File: config.mk
export PLATFORM = sky130hd
export DESIGN_NAME = subneg_cpu
export DESIGN_NICKNAME = d
export VERILOG_FILES = /design/src/rtl/subneg_pkg.sv /design/src/rtl/subneg_imem.sv /design/src/rtl/subneg_regfile.sv /design/src/rtl/subneg_step.sv /design/src/rtl/subneg_cpu.sv
export SDC_FILE = /design/constraint.sdc
export NUM_CORES = 2
export LEC_CHECK = 0
export CORE_MARGIN = 2
export CORE_UTILIZATION = 37
export CTS_CLUSTER_DIAMETER = 80
export DETAILED_ROUTE_END_ITERATION = 10
export DONT_BUFFER_PORTS = 1
export PLACE_DENSITY = 0.54
export SLEW_MARGIN = 0
export SYNTH_ARGS = -nofsm -noshare
export SYNTH_HDL_FRONTEND = slang
export SYNTH_SLANG_ARGS = --single-unit
File: constraint.sdc
create_clock -name clk -period 11.4 [get_ports clk]
set_input_delay 2.28 -clock clk [delete_from_list [all_inputs] [get_ports clk]]
set_output_delay 2.28 -clock clk [all_outputs]
set_load 0.02 [all_outputs]
File: src/rtl/subneg_pkg.sv
package subneg_pkg;
  localparam int INSTR_W = 32;
  localparam int RSEL_W  = 5;
  localparam int TGT_W   = 17;

  typedef struct packed {
    logic [RSEL_W-1:0] dst;
    logic [RSEL_W-1:0] src_a;
    logic [RSEL_W-1:0] src_b;
    logic [TGT_W-1:0]  tgt;
  } instr_t;
endpackage

File: src/rtl/subneg_imem.sv
module subneg_imem #(
  parameter int DEPTH  = 64,
  parameter int WIDTH  = 32,
  localparam int AW    = $clog2(DEPTH)
) (
  input  logic             clk,
  input  logic             we,
  input  logic [AW-1:0]    waddr,
  input  logic [WIDTH-1:0] wdata,
  input  logic [AW-1:0]    raddr,
  output logic [WIDTH-1:0] rdata
);
  logic [WIDTH-1:0] words [DEPTH];

  always_ff @(posedge clk) begin
    if (we) words[waddr] <= wdata;
  end

  assign rdata = words[raddr];
endmodule

File: src/rtl/subneg_regfile.sv
module subneg_regfile #(
  parameter int DATA_W = 32,
  parameter int SEL_W  = 5,
  localparam int NREG  = 2 ** SEL_W
) (
  input  logic              clk,
  input  logic              rst_n,
  input  logic [SEL_W-1:0]  ra_sel,
  output logic [DATA_W-1:0] ra_val,
  input  logic [SEL_W-1:0]  rb_sel,
  output logic [DATA_W-1:0] rb_val,
  input  logic [SEL_W-1:0]  ro_sel,
  output logic [DATA_W-1:0] ro_val,
  input  logic              we,
  input  logic [SEL_W-1:0]  wsel,
  input  logic [DATA_W-1:0] wdata
);
  logic [DATA_W-1:0] regs [NREG];

  for (genvar g = 0; g < NREG; g++) begin : g_reg
    if (g == 0) begin : g_zero
      assign regs[g] = '0;
    end else begin : g_store
      always_ff @(posedge clk or negedge rst_n) begin
        if (!rst_n)                            regs[g] <= '0;
        else if (we && wsel == SEL_W'(g))      regs[g] <= wdata;
      end
    end
  end

  assign ra_val = regs[ra_sel];
  assign rb_val = regs[rb_sel];
  assign ro_val = regs[ro_sel];
endmodule

File: src/rtl/subneg_step.sv
module subneg_step #(
  parameter int DATA_W = 32,
  parameter int PC_W   = 8
) (
  input  logic [DATA_W-1:0] a_val,
  input  logic [DATA_W-1:0] b_val,
  input  logic [PC_W-1:0]   pc,
  input  logic [PC_W-3:0]   tgt_word,
  output logic [DATA_W-1:0] diff,
  output logic              taken,
  output logic [PC_W-1:0]   pc_next
);
  logic [PC_W-1:0] pc_seq;
  logic [PC_W-1:0] pc_br;

  assign diff    = a_val - b_val;
  assign taken   = diff[DATA_W-1];
  assign pc_seq  = pc + PC_W'(4);
  assign pc_br   = {tgt_word, 2'b00};
  assign pc_next = taken ? pc_br : pc_seq;
endmodule

File: src/rtl/subneg_cpu.sv
module subneg_cpu
  import subneg_pkg::*;
#(
  parameter int DATA_W     = 32,
  parameter int IMEM_DEPTH = 64,
  localparam int IMEM_AW   = $clog2(IMEM_DEPTH),
  localparam int PC_W      = IMEM_AW + 2,
  localparam int LD_AW     = (IMEM_AW > RSEL_W) ? IMEM_AW : RSEL_W
) (
  input  logic              clk,
  input  logic              rst_n,
  input  logic              run,
  input  logic              ld_valid,
  output logic              ld_ready,
  input  logic              ld_to_reg,
  input  logic [LD_AW-1:0]  ld_addr,
  input  logic [DATA_W-1:0] ld_data,
  input  logic [RSEL_W-1:0] obs_sel,
  output logic [DATA_W-1:0] obs_data,
  output logic [PC_W-1:0]   pc_o
);
  logic [PC_W-1:0]    pc_q;
  logic [INSTR_W-1:0] ins_w;
  instr_t             ins;
  logic [DATA_W-1:0]  a_val;
  logic [DATA_W-1:0]  b_val;
  logic [DATA_W-1:0]  diff_w;
  logic               taken_w;
  logic [PC_W-1:0]    pc_next;
  logic               ld_fire;
  logic               rf_we;
  logic [RSEL_W-1:0]  rf_wsel;
  logic [DATA_W-1:0]  rf_wdata;
  logic               unused_tgt;

  assign ld_ready = ~run;
  assign ld_fire  = ld_valid & ld_ready;

  subneg_imem #(.DEPTH(IMEM_DEPTH), .WIDTH(INSTR_W)) imem_i (
    .clk   (clk),
    .we    (ld_fire & ~ld_to_reg),
    .waddr (ld_addr[IMEM_AW-1:0]),
    .wdata (ld_data[INSTR_W-1:0]),
    .raddr (pc_q[PC_W-1:2]),
    .rdata (ins_w)
  );

  assign ins = instr_t'(ins_w);
  assign unused_tgt = ^{ins.tgt[TGT_W-1:PC_W], ins.tgt[1:0], taken_w};

  always_comb begin
    if (run) begin
      rf_we    = 1'b1;
      rf_wsel  = ins.dst;
      rf_wdata = diff_w;
    end else begin
      rf_we    = ld_fire & ld_to_reg;
      rf_wsel  = ld_addr[RSEL_W-1:0];
      rf_wdata = ld_data;
    end
  end

  subneg_regfile #(.DATA_W(DATA_W), .SEL_W(RSEL_W)) rf_i (
    .clk    (clk),
    .rst_n  (rst_n),
    .ra_sel (ins.src_a),
    .ra_val (a_val),
    .rb_sel (ins.src_b),
    .rb_val (b_val),
    .ro_sel (obs_sel),
    .ro_val (obs_data),
    .we     (rf_we),
    .wsel   (rf_wsel),
    .wdata  (rf_wdata)
  );

  subneg_step #(.DATA_W(DATA_W), .PC_W(PC_W)) step_i (
    .a_val    (a_val),
    .b_val    (b_val),
    .pc       (pc_q),
    .tgt_word (ins.tgt[PC_W-1:2]),
    .diff     (diff_w),
    .taken    (taken_w),
    .pc_next  (pc_next)
  );

  always_ff @(posedge clk or negedge rst_n) begin
    if (!rst_n)   pc_q <= '0;
    else if (run) pc_q <= pc_next;
  end

  assign pc_o = pc_q;
endmodule

==> results.md <==
- The tool flagged a number of max-cap violations equal to 0.
- The worst hold path was traced through 2 stages.
- For this block, the via count after detailed routing is 85,776.
- Yosys mapped the design onto 84 distinct sky130hd cell types.
- The first routing iteration left 10,818 violations.
- For this design the top-level I/O count stands at 89.
- The start point of the worst min-delay path is rf_i.regs[257].
- The most repeated library cell on the critical path is sky130_fd_sc_hd__a21oi_1.
- The fraction of final layout cells with drive strength greater than 1 is 0.164.
- Summed over all failing endpoints, the final setup total negative slack is 0 ns.
- In this run the post-CTS setup repair buffer count came out at 0.
- In this design, the largest share of critical-path delay is due to compound AO/OA/AOI/OAI gates.
- Compared with the post-synthesis result, the final layout area differs by 11.1%.
- The destination of the worst register-to-register timing path is rf_i.regs[380].
- The critical path endpoint category is a flop.
- The worst setup margin is 0.833 ns.
- Counting both buffers and inverters, the worst setup path holds a total of 2.
- After synthesis, the most frequently instantiated cells are 2,140 x sky130_fd_sc_hd__nand2_1, 1,344 x sky130_fd_sc_hd__edfxtp_1, 998 x sky130_fd_sc_hd__dfrtp_1, 811 x sky130_fd_sc_hd__nor2_1, 671 x sky130_fd_sc_hd__mux4_2.
- In this run, synthesis produced a sequential element count of 2,342.
- For the worst setup path, the data arrival time is 11.25 ns.
- The horizontal die dimension is 564 microns.
- The final non-filler cell area is 129,000 sq um.
- For the pin with the worst max-slew slack, the measured transition is 1.35 ns.
- Of the total synthesized cell area, the portion taken by XOR and XNOR cells is 0.00212.
- In this run the vertical extent of the chip is 564 microns.
- The relative slew slack is 0.0837.
- Counting cells, the worst reg-to-reg path comes to 27.
- The share of the synthesized area in the top cell type is 0.348.
- The fraction of the mapped netlist area in compound gates is 0.115.
- A synthesized cell averages 11.6 sq um.
- The Yosys step of the flow raised 0 warnings.
- The final clock skew is 0.0910 ns.
- The latest clock arrival within the worst-skew pair is 0.89 ns.
- The estimated wirelength of the detail-placed design is 228 mm.
- The main combinational cell family by area after synthesis is multiplexers.
- The worst stage delay on the critical path is 1.04 ns.
- The number of buffers added by the clock tree synthesis step is 267.
- The floorplan step defined a core boundary enclosing 312,000 sq um.
- The worst setup path is of the flop to flop kind.
- The detailed router used layers up to and including met5.
- The total global routing overflow is 0.
- The maximum level of the CTS H-tree is 5.
- The number of instances in the synthesized netlist is 10,025.
- TritonCTS built the clock tree.
- The final clock period utilization by the worst path is 0.927.
- At the end of routability-driven placement, the weighted congestion stood at 0.890.
- For this run, the register share of the synthesized area comes to 0.563.
- The synthesized design contains 1,344 enable-type register cells.
- The library cell contributing the largest single delay on the critical path is sky130_fd_sc_hd__dfrtp_4.
- The initial antenna violation count came to 8.
- The worst hold path terminates at rf_i.regs[257].
- The worst register-to-register path has a setup slack of 0.83 ns.
- The final count of pins violating max slew was 0.
- The hold buffer count at CTS is 0.
- The CTS sink count is 2,342.
- The overall routing resource usage is 0.252.
- For the worst setup path, the data required time is 12.08 ns.
- The first global-routing pass estimated 591 mm of wire.
- The commonest register cell after synthesis is sky130_fd_sc_hd__edfxtp_1.
- The clock transition time at the flip-flop clock pins of the worst setup and hold paths is 0.06 ns.
- The number of global-route vias before repair came to 83,168.
- The initial standard-cell utilization of the core is 0.372.
- After synthesis, the share of cell area in mux cells is 0.150.
- The die covers 318,000 sq um.
- The routed metal-1 wirelength is 165 mm.
- The overall routed net length is 407 mm.
- The adder-cell share of the synthesized area is 0.00362.
- The layout has 29,059 filler cells.
- The post-synthesis instance area is 116,000 sq um.
- The largest net degree at the start of global routing is 259.
- The post-synthesis simple-gate area fraction is 0.132.
- The post-layout net count is 9,763.
- No sink is reached through more buffers than the 4 on the longest clock path.
- In the synthesized netlist the async set-or-reset flop fraction comes to 0.426.
- The detail-routed net length per standard cell is 29.1 microns.
- The number of hold-slack violations in the final timing report is 0.
- The total of cells resized after clock tree synthesis is 0.
- Clock tree synthesis selected as its root buffer the cell sky130_fd_sc_hd__clkbuf_16.
- By area the synthesized netlist is led by sky130_fd_sc_hd__edfxtp_1 35%, sky130_fd_sc_hd__dfrtp_1 22%, sky130_fd_sc_hd__mux4_2 13%.
- Setup violations remaining at the end of the flow were counted as 0.
- In this run the cell area measured after placement is 121,000 sq um.
- In the routed layout, each cell is associated on average with a via count of 6.12.
- The flow ran to the end, and the final reports show no timing, DRC or antenna violations.
- The count of buffers inserted at the top-level ports is 0.
- sky130_fd_sc_hd__edfxtp_1 takes more of the synthesized area than any other cell.
- Summed over all nets, wire length on met2 after detailed routing comes to 187 mm.
- The startpoint identified for the worst register-to-register timing path is pc_o[2].
- The initialized floorplan defines 205 standard-cell rows.
- Detailed routing placed a total of 37.9 mm of wire on met3.
- The min-delay analysis places its worst path in the category flop to flop.
- The most common cell in the synthesized netlist is sky130_fd_sc_hd__nand2_1.
- In this run the worst path has a maximum fanout of 42.
- The first-pass iteration count of the detailed router is 8.
- The shortest period the worst path allows is 10.57 ns.
- The count of antenna-violating nets left after detailed routing is 0.
- Derived from the worst setup path, the maximum achievable clock frequency is 94.6 MHz.
- Setup repair after global routing left no endpoint under its margin.
- The number of remaining DRC errors is 0.
- The element type at the critical path start is a flop.
- Timing analysis after detailed placement gives a worst setup slack of 1.13 ns.
layout make-up:
cell class	instances	area (sq um)	area share
Sequential cell	2342	65300	0.507
Multi-Input combinational cell	6740	47300	0.367
Clock buffer	355	7370	0.0572
Tap cell	4140	5180	0.0402
Timing Repair Buffer	299	2720	0.0211
Clock inverter	102	856	0.00664
Inverter	32	123	0.000951
Antenna cell	8	20.0	0.000155
metrics by stage:
step                instances   util  hold slack, ns
floorplan               10026      -           0.480
global placement        13553  0.387           0.497
detailed placement      13553  0.387           0.509
CTS                     14010  0.413           0.523
global route            14012  0.413           0.541
finish                  14018  0.413           0.520
flip-flops by register name, indices dropped and copies added, names as in the netlist:
signal	cells
rf_i.regs	992
pc_o	6
imem_i.words	1344
cells in the final DEF (no fill, tap or decap), types with 215 or more instances in the layout:
master                      instances
sky130_fd_sc_hd__o21ai_0          601
sky130_fd_sc_hd__nand3_1          341
sky130_fd_sc_hd__mux4_2           669
sky130_fd_sc_hd__nand2_1         2120
sky130_fd_sc_hd__a311oi_1         215
sky130_fd_sc_hd__buf_4            262
sky130_fd_sc_hd__dfrtp_1          993
sky130_fd_sc_hd__nor2_1           746
sky130_fd_sc_hd__clkbuf_16        273
sky130_fd_sc_hd__a21oi_1          582
sky130_fd_sc_hd__edfxtp_1        1344
cell families (layout without fill, tap and decap cells):
logic type	after synthesis	count (layout)
compound gates	2134	2134
fa+ha+maj	33	33
other cells	1	10
flops	2342	2342
simple gates	3662	3662
buf+inv	944	788
mux	883	883
xor+xnor	26	26
how the worst max path moves through the flow:
stage,to,cells after the start,slack (ns),from
global placement,rf_i.regs[28],27,0.98,pc_o[2]
global route,rf_i.regs[156],27,0.30,pc_o[2]
floorplan,pc_o[2],31,3.83,pc_o[3]
CTS,rf_i.regs[479],25,1.08,pc_o[2]
detailed placement,rf_i.regs[380],27,1.13,pc_o[2]
finish,rf_i.regs[380],27,0.83,pc_o[2]
worst min-delay path, cell delays in order, from the launching register on:
cell and delay [ns]:
sky130_fd_sc_hd__dfrtp_1 0.37, sky130_fd_sc_hd__nand2_1 0.05, sky130_fd_sc_hd__o21ai_0 0.06
routing by layer:
layer  vias up  GRT usage
li1      36414          -
met1     43783      0.341
met2      4632      0.395
met3       943     0.0519
met4         4      0.104
met5         -          0
Power is not shown: default switching activity piles up to over one toggle a cycle in this logic, so the estimate is an artifact.
